[src/rtl/cmc_pkg.sv]
package cmc_pkg;

    typedef enum logic [1:0] {
        SRC_PRI = 2'd0,
        SRC_SEC = 2'd1,
        SRC_INT = 2'd2
    } src_e;

    typedef enum logic [2:0] {
        M_PRI_RUN  = 3'd0,
        M_SEC_RUN  = 3'd1,
        M_INT_RUN  = 3'd2,
        M_PRI_IDLE = 3'd3,
        M_SEC_IDLE = 3'd4,
        M_INT_IDLE = 3'd5,
        M_SLEEP    = 3'd6
    } mode_e;

    function automatic src_e mode_src(input mode_e m);
        case (m)
            M_SEC_RUN, M_SEC_IDLE: mode_src = SRC_SEC;
            M_INT_RUN, M_INT_IDLE: mode_src = SRC_INT;
            default:               mode_src = SRC_PRI;
        endcase
    endfunction

    function automatic logic is_run(input mode_e m);
        is_run = (m == M_PRI_RUN) || (m == M_SEC_RUN) || (m == M_INT_RUN);
    endfunction

endpackage

[src/rtl/cmc_mode_decode.sv]
module cmc_mode_decode
    import cmc_pkg::*;
(
    input  logic       idle_en,
    input  logic [1:0] src_sel,
    output mode_e      mode_sel
);
    always_comb begin
        if (!idle_en) begin
            case (src_sel)
                2'b00:   mode_sel = M_SLEEP;
                2'b01:   mode_sel = M_SEC_RUN;
                default: mode_sel = M_INT_RUN;
            endcase
        end else begin
            case (src_sel)
                2'b00:   mode_sel = M_PRI_IDLE;
                2'b01:   mode_sel = M_SEC_IDLE;
                default: mode_sel = M_INT_IDLE;
            endcase
        end
    end
endmodule

[src/rtl/cmc_tick_mux.sv]
module cmc_tick_mux
    import cmc_pkg::*;
#(
    parameter int NSRC = 3
) (
    input  logic [NSRC-1:0] ticks,
    input  src_e            sel,
    output logic            tick
);
    always_comb begin
        tick = 1'b0;
        for (int i = 0; i < NSRC; i++) begin
            if (int'(sel) == i) tick = ticks[i];
        end
    end
endmodule

[src/rtl/clk_mode_ctrl.sv]
module clk_mode_ctrl
    import cmc_pkg::*;
#(
    parameter int SWITCH_TICKS = 8
) (
    input  logic       clk,
    input  logic       rst_n,
    input  logic       pri_tick,
    input  logic       sec_tick,
    input  logic       int_tick,
    input  logic       pri_ready,
    input  logic       int_stable,
    input  logic       tap_slow,
    input  logic [1:0] src_sel,
    input  logic       idle_en,
    input  logic       sleep_cmd,
    input  logic       irq,
    input  logic       gie,
    input  logic       wdt_timeout,
    input  logic       twospeed_en,
    output logic       cpu_clk_en,
    output logic       per_clk_en,
    output logic       pri_osc_en,
    output logic       sec_osc_en,
    output logic       int_osc_en,
    output logic       stat_pri,
    output logic       stat_sec,
    output logic       stat_int,
    output logic [2:0] mode_o,
    output logic [1:0] phase_o,
    output logic       irq_vec_req,
    output logic       wdt_reset_req,
    output logic       wdt_flag_clr
);
    localparam int NSRC  = 3;
    localparam int CNT_W = $clog2(SWITCH_TICKS + 1);
    localparam logic [CNT_W-1:0] CNT_LAST = CNT_W'(SWITCH_TICKS - 1);

    typedef struct packed {
        mode_e            mode;
        src_e             cur;
        logic             sw;
        logic [CNT_W-1:0] cnt;
        logic [1:0]       phase;
        logic             vec;
        logic             wrst;
        logic             wclr;
    } state_t;

    state_t st_d, st_q;

    logic [NSRC-1:0] ticks;
    logic            cur_tick, tgt_tick;
    mode_e           cmd_mode;
    src_e            tgt_src;
    logic            src_ok, live, accept, wake;

    assign ticks   = {int_tick, sec_tick, pri_tick};
    assign tgt_src = mode_src(st_q.mode);

    cmc_tick_mux #(.NSRC(NSRC)) u_cur_mux (.ticks(ticks), .sel(st_q.cur), .tick(cur_tick));
    cmc_tick_mux #(.NSRC(NSRC)) u_tgt_mux (.ticks(ticks), .sel(tgt_src),  .tick(tgt_tick));
    cmc_mode_decode u_dec (.idle_en(idle_en), .src_sel(src_sel), .mode_sel(cmd_mode));

    // Clock gating and status, all from registered state
    always_comb begin
        src_ok     = (st_q.cur != SRC_PRI) || pri_ready;
        live       = !st_q.sw && src_ok && (st_q.mode != M_SLEEP) && cur_tick;
        per_clk_en = live;
        cpu_clk_en = live && is_run(st_q.mode);

        pri_osc_en = (st_q.mode == M_PRI_RUN) || (st_q.mode == M_PRI_IDLE);
        sec_osc_en = (st_q.mode != M_SLEEP) && ((tgt_src == SRC_SEC) || (st_q.cur == SRC_SEC));
        int_osc_en = (st_q.mode != M_SLEEP) && ((tgt_src == SRC_INT) || (st_q.cur == SRC_INT));

        stat_pri = !st_q.sw && (st_q.mode != M_SLEEP) && (st_q.cur == SRC_PRI) && pri_ready;
        stat_sec = !st_q.sw && (st_q.mode != M_SLEEP) && (st_q.cur == SRC_SEC);
        stat_int = !st_q.sw && (st_q.mode != M_SLEEP) && (st_q.cur == SRC_INT)
                   && int_stable && !tap_slow;
    end

    // Next-state computation
    always_comb begin
        st_d      = st_q;
        st_d.vec  = 1'b0;
        st_d.wrst = 1'b0;
        st_d.wclr = 1'b0;

        accept = cpu_clk_en && (st_q.phase == 2'd3) && sleep_cmd;
        wake   = !is_run(st_q.mode) && (irq || wdt_timeout);

        if (cpu_clk_en) st_d.phase = st_q.phase + 2'd1;

        if (wdt_timeout) begin
            st_d.wclr = 1'b1;
            if (is_run(st_q.mode)) st_d.wrst = 1'b1;
        end

        if (wake) begin
            st_d.mode  = M_PRI_RUN;
            st_d.sw    = 1'b0;
            st_d.cnt   = '0;
            st_d.phase = 2'd0;
            st_d.vec   = irq && gie;
            if (st_q.mode == M_SLEEP) st_d.cur = twospeed_en ? SRC_INT : SRC_PRI;
        end else begin
            if (accept) st_d.mode = cmd_mode;
            if (st_q.sw) begin
                if (tgt_tick) begin
                    if (st_q.cnt == CNT_LAST) begin
                        st_d.sw  = 1'b0;
                        st_d.cnt = '0;
                        st_d.cur = tgt_src;
                    end else begin
                        st_d.cnt = st_q.cnt + 1'b1;
                    end
                end
            end else if ((st_d.mode != M_SLEEP) && (mode_src(st_d.mode) != st_q.cur)
                         && ((mode_src(st_d.mode) != SRC_PRI) || pri_ready)) begin
                st_d.sw  = 1'b1;
                st_d.cnt = '0;
            end
        end
    end

    always_ff @(posedge clk or negedge rst_n) begin
        if (!rst_n) begin
            st_q <= '{mode: M_PRI_RUN, cur: SRC_PRI, sw: 1'b0, cnt: '0,
                      phase: 2'd0, vec: 1'b0, wrst: 1'b0, wclr: 1'b0};
        end else begin
            st_q <= st_d;
        end
    end

    assign mode_o        = st_q.mode;
    assign phase_o       = st_q.phase;
    assign irq_vec_req   = st_q.vec;
    assign wdt_reset_req = st_q.wrst;
    assign wdt_flag_clr  = st_q.wclr;

endmodule

[config.mk]
export PLATFORM = sky130hd
export DESIGN_NAME = clk_mode_ctrl
export DESIGN_NICKNAME = d
export VERILOG_FILES = /design/src/rtl/cmc_pkg.sv /design/src/rtl/cmc_mode_decode.sv /design/src/rtl/cmc_tick_mux.sv /design/src/rtl/clk_mode_ctrl.sv
export SDC_FILE = /design/constraint.sdc
export NUM_CORES = 1
export LEC_CHECK = 0
export BUFFER_PORTS_ARGS = -buffer_cell sky130_fd_sc_hd__buf_4
export CAP_MARGIN = 20
export CORE_MARGIN = 1.5
export CORE_UTILIZATION = 53
export DETAILED_ROUTE_END_ITERATION = 7
export PLACE_DENSITY = 0.8
export SKIP_CTS_REPAIR_TIMING = 1
export SLEW_MARGIN = 10
export SYNTH_ARGS = -nofsm -noshare
export SYNTH_HDL_FRONTEND = slang
export SYNTH_SLANG_ARGS = --single-unit
[constraint.sdc]
create_clock -name clk -period 4.74 [get_ports clk]
set_input_delay 0.711 -clock clk [delete_from_list [all_inputs] [get_ports clk]]
set_output_delay 0.711 -clock clk [all_outputs]
set_load 0.05 [all_outputs]
### Yosys cells after proc, flatten, opt, wreduce, memory -nomap -nowiden

Cells that the tools add are included.

* latch bits: 0
* bits of input ports: 16
* memory bits (read-only): 0
* logic and storage cells: 112
* memories kept: 0
* bits in registers: 15
* memory bits (writable): 0

* $lt $le $gt $ge: 0
* bitwise operators: 0
* muxes and demuxes: 28
* eq/ne operators: 26
* reductions and logical operators: 48
* add/sub/neg operators: 2
* multipliers: 0
* shift-type cells: 0
* div/mod/pow operators: 0

Operators by type and width (count)
* logical AND 1 bit: 19
* equality test 3 bit (second input constant): 5
* two-way mux 3 bit: 5
* equality test 2 bit (second input constant): 7
* two-way mux 2 bit: 7
* case mux 3 bit (2 select lines): 2
* nonzero test 2 bit: 6
* two-way mux 10 bit: 1
* two-way mux 5 bit: 2
* equality test 3 x 2 -> 1 bit (second input constant): 3
* zero test 2 bit: 4
* logical OR 1 bit: 8
* case mux 2 bit (2 select lines): 2
* OR reduction 2 bit: 4
* two-way mux 1 bit: 7
* two-way mux 7 bit: 1
* equality test 2 x 1 -> 1 bit (second input constant): 3
* equality test 3 x 1 -> 1 bit (second input constant): 2
* != test 3 bit (second input constant): 2
* adder 4 x 1 -> 4 bit (second input constant): 1
* equality test 4 x 3 -> 1 bit (second input constant): 1
* two-way mux 4 bit: 1
* AND reduction 4 bit: 1
* zero test 1 bit: 3
* other kinds (7): 7

### Depth between registers and ports, before layout

Gate-level depths: netlist of the first run.

* word-level depth: 21
* depth in mapped cells: 8
* mapped depth without buffers: 8

### Cells and area by module

A second synthesis of the first run with hierarchy kept.

* cells, all modules: 136
* area total of the unflattened synthesis: 1163.6 µm²

By module, submodules not included
* clk_mode_ctrl: sequential area each 375.4 µm², instances 1, area an instance 1076.0 µm², cells each 125
* cmc_tick_mux: sequential area each 0.0 µm², instances 2, area an instance 22.5 µm², cells each 3
* cmc_mode_decode: sequential area each 0.0 µm², instances 1, area an instance 42.5 µm², cells each 5

### Least setup slack after synthesis of the first run

Ideal clock, no wire load.

* kind: register to output
* from: register st_q (netlist bit mode_o[0])
* to: output port stat_int
* path buffers: 1
* stages on the path, launching flop included: 5
* setup slack: 1.533 ns
* arrival time: 2.496 ns
* path through: dfrtp_1 -> buf_2 -> nand2b_1 -> o21ai_0 -> nor4b_1

* cells in the longest elaborated chain, start to end: 5

RTL lines
* from (decl): line clk_mode_ctrl.sv:50 `state_t st_d, st_q;`
* from (signal assigned): line clk_mode_ctrl.sv:128 `st_q <= '{mode: M_PRI_RUN, cur: SRC_PRI, sw: 1'b0, cnt: '0,`
* from (signal assigned): line clk_mode_ctrl.sv:131 `st_q <= st_d;`
* != test 3 bit: line clk_mode_ctrl.sv:78 `stat_int = !st_q.sw && (st_q.mode != M_SLEEP) && (st_q.cur == SRC_INT)`
* logical AND 1 bit (2 in a row): line clk_mode_ctrl.sv:78
* logical AND 1 bit (2 in a row): line clk_mode_ctrl.sv:79 `&& int_stable && !tap_slow;`
* to (decl): line clk_mode_ctrl.sv:28 `output logic stat_int,`

No other way between the ends.

### Final worst setup path of the first run

* from: register st_q (netlist bit mode_o[1])
* to: output port cpu_clk_en

* cells in the longest elaborated chain, start to end: 4

RTL lines
* != test 3 bit (tied with other cells): line clk_mode_ctrl.sv:68 `live = !st_q.sw && src_ok && (st_q.mode != M_SLEEP) && cur_tick;`
* logical AND 1 bit / logical OR 1 bit (equally long branches) (2 in a row): line clk_mode_ctrl.sv:68, cmc_pkg.sv:28
* logical AND 1 bit *: line clk_mode_ctrl.sv:70 `cpu_clk_en = live && is_run(st_q.mode);`
* to (decl): line clk_mode_ctrl.sv:21 `output logic cpu_clk_en,`

Every way passes the cells marked *; elsewhere a longest branch is shown, timed or not.

==> results of run 1 <==
state kept, by name (all words and copies together), names as in the netlist:
register and count:
wdt_flag_clr 1, wdt_reset_req 1, mode_o 3, irq_vec_req 1
st_q 7, phase_o 2
layout by cell type, fill, tap and decap left out, types with 2 or more instances in the layout:
cell,count
buf_4,31
a31oi_1,2
nor3_1,6
xor2_1,2
inv_1,5
nor4b_1,2
nand3_1,2
dfrtp_1,15
and2_1,4
a211oi_1,3
o32ai_1,2
and3_1,2
nand2_1,18
mux2i_1,2
nor2_1,13
ha_1,2
clkbuf_4,3
a211o_1,2
o22ai_1,3
nor4_1,2
mux2_2,5
nor2b_1,3
o21ai_0,9
a21oi_1,6
nand2b_1,2
final cells by class:
cell class,instances,area (µm²)
multi-input combinational,115,749.5
clock buffer,3,22.52
fill,213,730.7
sequential,15,375.4
clock inverter,1,5.005
inverter,5,18.77
tap,28,35.03
timing repair buffer,31,232.7
cells by family (layout without fill, tap and decap cells):
group	Yosys count	count (layout)	synth area share [%]
AND/OR/NAND/NOR	61	61	26.74
AO/OA/AOI/OAI	42	42	24.98
flip-flops	15	15	31.22
buffers and inverters	15	40	6.452
multiplexers	7	7	6.347
XOR/XNOR	3	3	2.186
adder cells (fa/ha/maj)	2	2	2.081
per-stage QoR:
stage | instances | area [µm²]
after floorplan | 145 | 1202
after global placement | 194 | 1411
after detailed placement | 194 | 1411
after CTS | 198 | 1439
after global routing | 198 | 1439
final | 198 | 1439
power groups by stage:
stage | sequential [mW] | clock [mW] | combinational, mW
after global routing | 0.267 | 0.0822 | 0.675
after CTS | 0.256 | 0.0764 | 0.623
after global placement | 0.255 | 0 | 0.607
after detailed placement | 0.258 | 0 | 0.621
after floorplan | 0.226 | 0 | 0.520
final | 0.260 | 0.0752 | 0.621
layer usage:
metal | vias up | GRT usage, % | share of wire [%]
met5 | - | 0 | 0
li1 | 589 | - | -
met1 | 560 | 31.26 | 45
met3 | 4 | 6.548 | 6.3
met2 | 39 | 39.04 | 48
met4 | 0 | 7.658 | 0.67
cells in the mapped netlist, types with 2 or more instances:
cell,count,share of area (%)
nand2_1,18,5.6
dfrtp_1,15,31
nor2_1,13,4.1
o21ai_0,9,3.7
a21oi_1,6,2.5
nor3_1,6,2.5
buf_4,5,3.1
inv_1,5,1.6
mux2_2,5,4.7
and2_1,4,2.1
a211oi_1,3,1.9
nor2b_1,3,1.6
o22ai_1,3,1.6
a211o_1,2,1.5
a31oi_1,2,1.0
and3_1,2,1.0
buf_1,2,0.62
buf_2,2,0.83
ha_1,2,2.1
mux2i_1,2,1.7
nand2b_1,2,1.0
nand3_1,2,0.83
nor4_1,2,1.0
nor4b_1,2,1.5
o32ai_1,2,1.5
xor2_1,2,1.5
worst max-delay path: stages (launching register included):
cell	delay, ps
dfrtp_1	640
nand2b_1	190
o21ai_0	640
nor3_1	220
buf_4	250
how the worst max path moves through the flow:
| stage | from | to | cells past startpoint |
|---|---|---|---|
| after floorplan | mode_o[0]$_DFF_PN0_ | stat_int | 4 |
| after detailed placement | pri_tick | cpu_clk_en | 5 |
| after global placement | pri_tick | cpu_clk_en | 5 |
| final | mode_o[1]$_DFF_PN0_ | cpu_clk_en | 4 |
| after CTS | mode_o[1]$_DFF_PN0_ | cpu_clk_en | 4 |
| after global routing | mode_o[2]$_DFF_PN0_ | cpu_clk_en | 4 |
==> metrics.yaml, run 1 <==
timing:
  fin_ws_ps: 1791
  tightest_slew_ps: 763.1
  fin_crit_ps: 2949
  timing.final.max_slew_violations: 0
  rsz0062_at_grt: "no"
  holdWs_ps: 250.1
  max_freq_mhz: 339.1
  timing.slew.headroom_pct: 48.59
  setup_viol_count_final: 0
  fin_crit_sh_pct: 62.22
  finClkSkew_ps: 1.386
  fin_tns_setup_ps: 0
  hold_viol_final: 0
clock_network:
  clkTransAtPathRegs_ps: 90
  clock_latency_ps: 290
  clock-sinks: 15
  cts_buffers: 3
  clk_path_buf_depth: 2
  h-tree-depth: 1
  cts_root_buf: "clkbuf_4"
  tritoncts: "built"
logic_synthesis:
  synth_edf_count: 0
  ys_seq_area_share_pct: 31.22
  netlist_area_um2: 1202
  synth_flop_cell: "dfrtp_1"
  netlist_instances: 145
  synthArstFlopShare_pct: 100.0
  syn_avg_cell_area_um2: 8.292
  synth_nets: 163
  ys_seq_elements: 15
  synth_cell_types: 50
  synth_warnings: 0
place:
  port_buffers: 31
  place_ws_ps: 2034
  gp_congestion: 0.9251
  dpl.hpwl_mm: 2.221
worst_setup_path:
  r2r-start: "mode_o[1]$_DFF_PN0_"
  cp_max_fo: 15
  arrival_ps: 2240
  worst-setup-path-type: "register to output pin"
  rr_endpoint: "st_q[7]$_DFFE_PN0P_"
  critPathLaunchType: "register"
  reg2reg_slack_ps: 2270
  reg2reg_depth: 7
  cp.required_ps: 4030
  end_kind: "output pin"
die:
  initial_core_util_pct: 55.42
  die_x_um: 50.63
  core_um2: 2170
  die_y_um: 50.63
  boundaryPins: 32
  rows: 17
  dieArea_um2: 2563
grt:
  overflow: 0
  grt_max_degree: 22
  track_usage_pct: 24.13
  grt_pass1_wl_mm: 4.747
  grt_pass1_vias: 1107
  antenna_found_initial: 0
routing:
  wl_mm: 2.842
  routed-via-count: 1192
  first_iter_violations: 35
  wl_per_cell_um: 14.35
  drc_errors: 0
  dr.pass1.iters: 4
  vias_per_cell: 6.020
  antenna_left: 0
pwr:
  power_density_nw_per_um2: 664.2
  p_comb_share_pct: 65.0
  peakVddDrop_mv: 0.5052
  p_int_mw: 0.4289
  p_seq_share_pct: 27.2
  total_power_mw: 0.9557
  sw_frac_of_total_pct: 55.13
  leakage_nw: 0.6694
  p_sw_mw: 0.5269
  power.share.clock_pct: 7.9
cells_and_area:
  post-route-util_pct: 66.32
  area_growth_pct: 19.67
  drive_gt1_share_pct: 27.06
  fin_nets: 189
  antenna_cells: 0
status:
  status: "finished clean"
hold_path:
  holdCritPathClass: "primary input to asynchronous set/reset pin"
job:
  max-cap-violations: 0
No activity file was read; power rests on OpenSTA's default activity.
==> run 2: changes to the inputs <==
- ABC_AREA: unset -> 1
- CORE_UTILIZATION: 53 -> 46
- PLACE_DENSITY: 0.8 -> 0.75
- clock period: 4.74 -> 2.7 ns (I/O delays scaled with it)
==> run 2 against run 1 <==
Compared with the run above: critical path depth unchanged; register-to-register slack worse by 1600 ps; core utilization down 4.9 points; non-clock buffer count up 1; power grew 37%; sequential share of layout area grew 1.0 points; global-route usage decreased by 1.4 points; sequential cell count unchanged; worst setup slack lost 1200 ps; die area grew 6.0%.
==> metrics.yaml, run 2 <==
worst_setup_path:
  cp.required_ps: 2300  # was 4030 ps
  reg2reg_slack_ps: 670  # was 2270 ps
  rr_endpoint: "st_q[7]$_DFFE_PN0P_"  # unchanged
  startpoint: "mode_o[0]$_DFF_PN0_"  # was mode_o[1]$_DFF_PN0_
  worst-setup-path-type: "register to output pin"  # unchanged
  end_kind: "output pin"  # unchanged
  worstSetupEndpoint: "cpu_clk_en"  # unchanged
  reg2reg_depth: 10  # was 7
  r2r-start: "mode_o[0]$_DFF_PN0_"  # was mode_o[1]$_DFF_PN0_
  arrival_ps: 1700  # was 2240 ps
  cp_max_fo: 9  # was 15
  critPathLaunchType: "register"  # unchanged
logic_synthesis:
  yosys-top-cells-area: "dfrtp_1 34%, nand2_1 12%, inv_1 7.8%, nand3_1 6.8%, nor2_1 6.1%"  # was dfrtp_1 31%, nand2_1 5.6%, mux2_2 4.7%, nor2_1 4.1%, o21ai_0 3.7%
  synthMostInstantiatedCell: "nand2_1"  # unchanged
  yosys.area.top_type_share_pct: 33.82  # was 31.22%
  synth_flop_cell: "dfrtp_1"  # unchanged
  netlist_area_um2: 1110  # was 1202 µm²
  synth_edf_count: 0  # unchanged
  synth_top_cell_by_area: "dfrtp_1"  # unchanged
  synth_nets: 175  # was 163
  ys_seq_elements: 15  # unchanged
  ys_seq_area_share_pct: 33.82  # was 31.22%
  netlist_instances: 157  # was 145
  synth_warnings: 0  # unchanged
  syn_avg_cell_area_um2: 7.069  # was 8.292 µm²
  synthArstFlopShare_pct: 100.0  # unchanged
  synth_cell_types: 28  # was 50
  synthTopCellsByCount: "35 x nand2_1, 23 x inv_1, 18 x nor2_1"  # was 18 x nand2_1, 15 x dfrtp_1, 13 x nor2_1
cells_and_area:
  fin_nets: 207  # was 189
  drive_gt1_share_pct: 29.26  # was 27.06%
  area_growth_pct: 24.69  # was 19.67%
  post-route-util_pct: 61.38  # was 66.32%
  antenna_cells: 0  # unchanged
  layout_commonest_cell: "nand2_1"  # was buf_4
  num-fill-cells: 224  # was 213
  largest_reg_flops: 7  # unchanged
  top_register: "st_q"  # unchanged
  multiInputGateArea_um2: 613.1  # was 749.5 µm²
  seq_area_um2: 375.4  # unchanged
  final_cell_mix: "35 x nand2_1, 31 x buf_4, 23 x inv_1, 18 x nor2_1"  # was 31 x buf_4, 18 x nand2_1, 15 x dfrtp_1, 13 x nor2_1, 9 x o21ai_0
  final_cell_area_um2: 1384  # was 1439 µm²
timing:
  fin_crit_ps: 2109
  rsz0062_at_grt: "no"  # unchanged
  finClkSkew_ps: 0.3861  # was 1.386 ps
  fin_crit_sh_pct: 78.13
  max_freq_mhz: 474.1
  hold_viol_final: 0  # unchanged
  timing.slew.headroom_pct: 64.66  # was 48.59%
  setup_viol_count_final: 0  # unchanged
  fin_ws_ps: 590.6  # was 1791 ps
  fin_tns_setup_ps: 0  # unchanged
  timing.final.max_slew_violations: 0  # unchanged
  tightest_slew_ps: 530.0  # was 763.1 ps
place:
  dpl.hpwl_mm: 2.184  # was 2.221 mm
  port_buffers: 31  # unchanged
  gp_congestion: 0.7629  # was 0.9251
  place_ws_ps: 687.8  # was 2034 ps
  placed_area_um2: 1346  # was 1411 µm²
clock_network:
  clkTransAtPathRegs_ps: 90  # about the same
  tritoncts: "built"  # unchanged
  clock-sinks: 15  # unchanged
  cts_root_buf: "clkbuf_4"  # unchanged
  clock_latency_ps: 280  # was 290 ps
  cts_buffers: 3  # unchanged
  clk_path_buf_depth: 2  # unchanged
  h-tree-depth: 1  # unchanged
grt:
  antenna_found_initial: 0  # unchanged
  track_usage_pct: 22.76  # was 24.13%
  overflow: 0  # unchanged
  grt_pass1_wl_mm: 4.526  # was 4.747 mm
  grt_pass1_vias: 1066  # was 1,107
  grt_max_degree: 16  # was 22
routing:
  drc_errors: 0  # unchanged
  wl_mm: 2.726  # was 2.842 mm
  wl_per_cell_um: 12.62  # was 14.35 µm
  vias_per_cell: 5.199  # was 6.020
  first_iter_violations: 15  # was 35
  antenna_left: 0  # unchanged
  routed-via-count: 1123  # was 1,192
  dr.pass1.iters: 4  # unchanged
die:
  initial_core_util_pct: 49.22  # was 55.42%
  die_y_um: 52.12  # was 50.63 µm
  boundaryPins: 32  # unchanged
  dieArea_um2: 2716  # was 2563 µm²
  core_um2: 2255  # was 2170 µm²
  die_x_um: 52.12  # was 50.63 µm
  rows: 17  # unchanged
pwr:
  leakage_nw: 0.7910  # was 0.6694 nW
  total_power_mw: 1.307  # was 0.9557 mW
  peakVddDrop_mv: 0.5996  # was 0.5052 mV
  power_density_nw_per_um2: 944.3  # was 664.2 nW/µm²
job:
  max-cap-violations: 0  # unchanged
hold_path:
  holdCritPathClass: "primary input to register"  # was primary input to asynchronous set/reset pin
status:
  status: "finished clean"  # unchanged
## run 2: logic make-up (layout without fill, tap and decap cells)
| logic type | after synthesis | in the layout | synth area share, % |
|---|---|---|---|
| flip-flops | 15 | 15 | 33.82 |
| adder cells (fa/ha/maj) | 2 | 2 | 2.254 |
| buffers and inverters | 29 | 60 | 11.50 |
| AND/OR/NAND/NOR | 89 | 89 | 38.56 |
| XOR/XNOR | 4 | 4 | 3.156 |
| AO/OA/AOI/OAI | 18 | 18 | 10.71 |
## run 2: where the power goes
part	leakage [nW]	total, mW	internal [mW]	switching [mW]
Combinational	0.582	0.827	0.251	0.576
Sequential	0.192	0.350	0.285	0.0650
Clock	0.0177	0.129	0.0550	0.0743
Total	0.791	1.31	0.591	0.715
## run 2: layer usage
layer / share of wire [%] / track usage, % / wire [µm]
met2: 51 / 41.77 / 1380
met4: 0.95 / 7.456 / 26
met1: 42 / 26.68 / 1140
met5: 0 / 0 / 0
met3: 6.5 / 3.448 / 178
## run 2: metrics by stage
step                hold WS, ps  instances
global placement          273.3        211
finish                    231.6        216
global route              224.4        216
detailed placement        273.4        211
floorplan                 109.4        157
CTS                      -37.65        215
## run 2: area by class of cell
cell class,instances,share of cell area (%)
clock buffer,3,1.627
sequential,15,27.12
tap,28,2.532
inverter,24,6.510
timing repair buffer,32,17.54
multi-input combinational,113,44.30
clock inverter,1,0.3617
## run 2: critical path: stages (launching register included)
cell and delay, ps:
dfrtp_1 480, a21oi_2 450, nand2_1 180, inv_1 110, buf_4 200
## run 2: how the worst min path moves through the flow
| stage | startpoint | end | cells past startpoint |
|---|---|---|---|
| after floorplan | rst_n | irq_vec_req$_DFF_PN0_ | 0 |
| after global placement | rst_n | mode_o[2]$_DFF_PN0_ | 1 |
| after detailed placement | rst_n | mode_o[2]$_DFF_PN0_ | 1 |
| after CTS | rst_n | st_q[10]$_DFFE_PN0P_ | 1 |
| after global routing | wdt_timeout | wdt_flag_clr$_DFF_PN0_ | 1 |
| final | wdt_timeout | wdt_flag_clr$_DFF_PN0_ | 1 |
==> run 3: changes to the inputs <==
- clock period: 2.7 -> 1.85 ns (I/O delays scaled with it)
==> run 3 against run 2 <==
Compared with the run above: clock power up 48%; global-route usage shrank 0.14 points; core utilization rose by 12 points; critical path type unchanged; register-to-register slack got worse by 650 ps; final cell count is 7.4% higher.
==> metrics.yaml, run 3 (synthesis results as in run 2) <==
timing:
  hold_viol_final: 0  # unchanged
  max_freq_mhz: 542.0
  timing.slew.headroom_pct: 74.75  # was 64.66%
  setup_viol_count_final: 0  # unchanged
  rsz0062_at_grt: "yes"  # was no
  timing.final.max_slew_violations: 0  # unchanged
  finClkSkew_ps: 10.14  # was 0.3861 ps
  tightest_slew_ps: 378.8  # was 530.0 ps
  fin_crit_ps: 1845
  fin_crit_sh_pct: 99.72
job:
  max-cap-violations: 0  # unchanged
routing:
  wl_mm: 2.991  # was 2.726 mm
  routed-via-count: 1229  # was 1,123
  antenna_left: 0  # unchanged
  vias_per_cell: 5.297  # was 5.199
  first_iter_violations: 27  # was 15
  wl_per_cell_um: 12.89  # was 12.62 µm
  drc_errors: 0  # unchanged
  dr.pass1.iters: 5  # was 4
die:
  rows: 17  # unchanged
  dieArea_um2: 2716  # unchanged
  die_x_um: 52.12  # unchanged
  core_um2: 2255  # unchanged
  die_y_um: 52.12  # unchanged
  boundaryPins: 32  # unchanged
  initial_core_util_pct: 49.22  # unchanged
cells_and_area:
  post-route-util_pct: 73.25  # was 61.38%
  final_cell_area_um2: 1652  # was 1384 µm²
  area_growth_pct: 48.82  # was 24.69%
  drive_gt1_share_pct: 43.14  # was 29.26%
  num-fill-cells: 174  # was 224
  final_cell_mix: "43 x buf_4, 32 x nand2_1, 22 x inv_1, 16 x nor2_1, 12 x dfrtp_1"  # was 35 x nand2_1, 31 x buf_4, 23 x inv_1, 18 x nor2_1
  layout_commonest_cell: "buf_4"  # was nand2_1
  largest_reg_flops: 7  # unchanged
  fin_nets: 223  # was 207
  antenna_cells: 0  # unchanged
  top_register: "st_q"  # unchanged
worst_setup_path:
  cp_top_family: "flip-flops"  # unchanged
  crit_chain: "nor2_1 > a21oi_1 > nor2_4 > nand2_2 > inv_1 > buf_6"  # was a21oi_2 > nand2_1 > inv_1 > buf_4
  cpMaxStageDelayCell: "dfrtp_2"  # was dfrtp_1
  cp_max_fo: 7  # was 9
  end_kind: "output pin"  # unchanged
  max_stage_delay_ps: 470  # was 480 ps
  worst-setup-path-type: "register to output pin"  # unchanged
  arrival_ps: 1570  # was 1700 ps
  critPathLaunchType: "register"  # unchanged
  cp.required_ps: 1570  # was 2300 ps
  path_buf_inv: 2  # unchanged
grt:
  overflow: 0  # unchanged
  track_usage_pct: 22.63  # was 22.76%
  antenna_found_initial: 0  # unchanged
  grt_pass1_wl_mm: 4.698  # was 4.526 mm
  grt_pass1_vias: 1163  # was 1,066
  grt_max_degree: 16  # unchanged
clock_network:
  clock-sinks: 15  # unchanged
  clkTransAtPathRegs_ps: 100  # was 90 ps
  cts_root_buf: "clkbuf_4"  # unchanged
  tritoncts: "built"  # unchanged
  clk_path_buf_depth: 2  # unchanged
  h-tree-depth: 1  # unchanged
  cts_buffers: 3  # unchanged
  clock_latency_ps: 280  # about the same
pwr:
  power_density_nw_per_um2: 1376  # was 944.3 nW/µm²
  leakage_nw: 0.8750  # was 0.7910 nW
  peakVddDrop_mv: 1.264  # was 0.5996 mV
status:
  status: "finished clean"  # unchanged
place:
  dpl.hpwl_mm: 2.201  # was 2.184 mm
  placed_area_um2: 1440  # was 1346 µm²
  port_buffers: 31  # unchanged
  gp_congestion: 0.8132  # was 0.7629
hold_path:
  holdCritPathClass: "primary input to register"  # unchanged
-- run 3: changes by cell type in the layout (fill, tap and decap cells not counted), sizes merged --
cell,change
buf,+16
clkinv,-1
clkbuf,+1
-- run 3: cell type report --
class                           count  area (µm²)  area share [%]
Multi-Input combinational cell    113       740.7           44.85
Sequential cell                    15       379.1           22.95
Timing Repair Buffer               48       377.9           22.88
Inverter                           24       92.59           5.606
Tap cell                           28       35.03           2.121
Clock buffer                        4       26.28           1.591
-- run 3: metal layers --
metal  vias up  GRT usage, %  share of wire (%)
met5         -             0                  0
met4         0         3.509               0.43
met3         2         3.736                4.9
met2        50         40.51                 49
met1       579         28.80                 45
li1        598             -                  -
-- run 3: power by group --
| part | internal (mW) | total, mW | switching [mW] |
|---|---|---|---|
| Sequential | 0.418 | 0.517 | 0.0983 |
| Combinational | 0.582 | 1.56 | 0.982 |
| Clock | 0.0835 | 0.191 | 0.107 |
-- run 3: final timing paths --
| path | slack (ps) | endpoint | from | cells after the start |
|---|---|---|---|---|
| hold reg to reg | 520 | st_q[8]$_DFFE_PN0P_ | st_q[8]$_DFFE_PN0P_ | 2 |
| setup / recovery | 5 | cpu_clk_en | st_q[10]$_DFFE_PN0P_ | 6 |
| min in group asynchronous | 370 | st_q[5]$_DFFE_PN0P_ | rst_n | 2 |
| setup reg to reg | 20 | st_q[6]$_DFFE_PN0P_ | st_q[10]$_DFFE_PN0P_ | 11 |
| max in group asynchronous | 1270 | mode_o[1]$_DFF_PN0_ | rst_n | 2 |
| hold / removal | 110 | wdt_flag_clr$_DFF_PN0_ | wdt_timeout | 1 |
-- run 3: per-stage QoR --
step / worst slack (ps) / hold WS, ps / power, mW / instances / TNS (ps)
after floorplan: -151.6 / -18.09 / 1.448 / 157 / -151.6
after detailed placement: 63.33 / 144.4 / 1.833 / 222 / 0
final: 5.138 / 113.1 / 2.272 / 232 / 0
after CTS: -81.11 / -157.7 / 2.023 / 226 / -115.8
after global routing: -102.1 / 96.15 / 2.426 / 232 / -661.0
after global placement: 119.1 / 146.1 / 1.801 / 222 / 0
-- run 3: worst reg2reg max path: cells and delay by family, from the launching register on --
kind            cells  cell delay, ps
compound gates      2             400
simple gates        9             900
flops               1             450
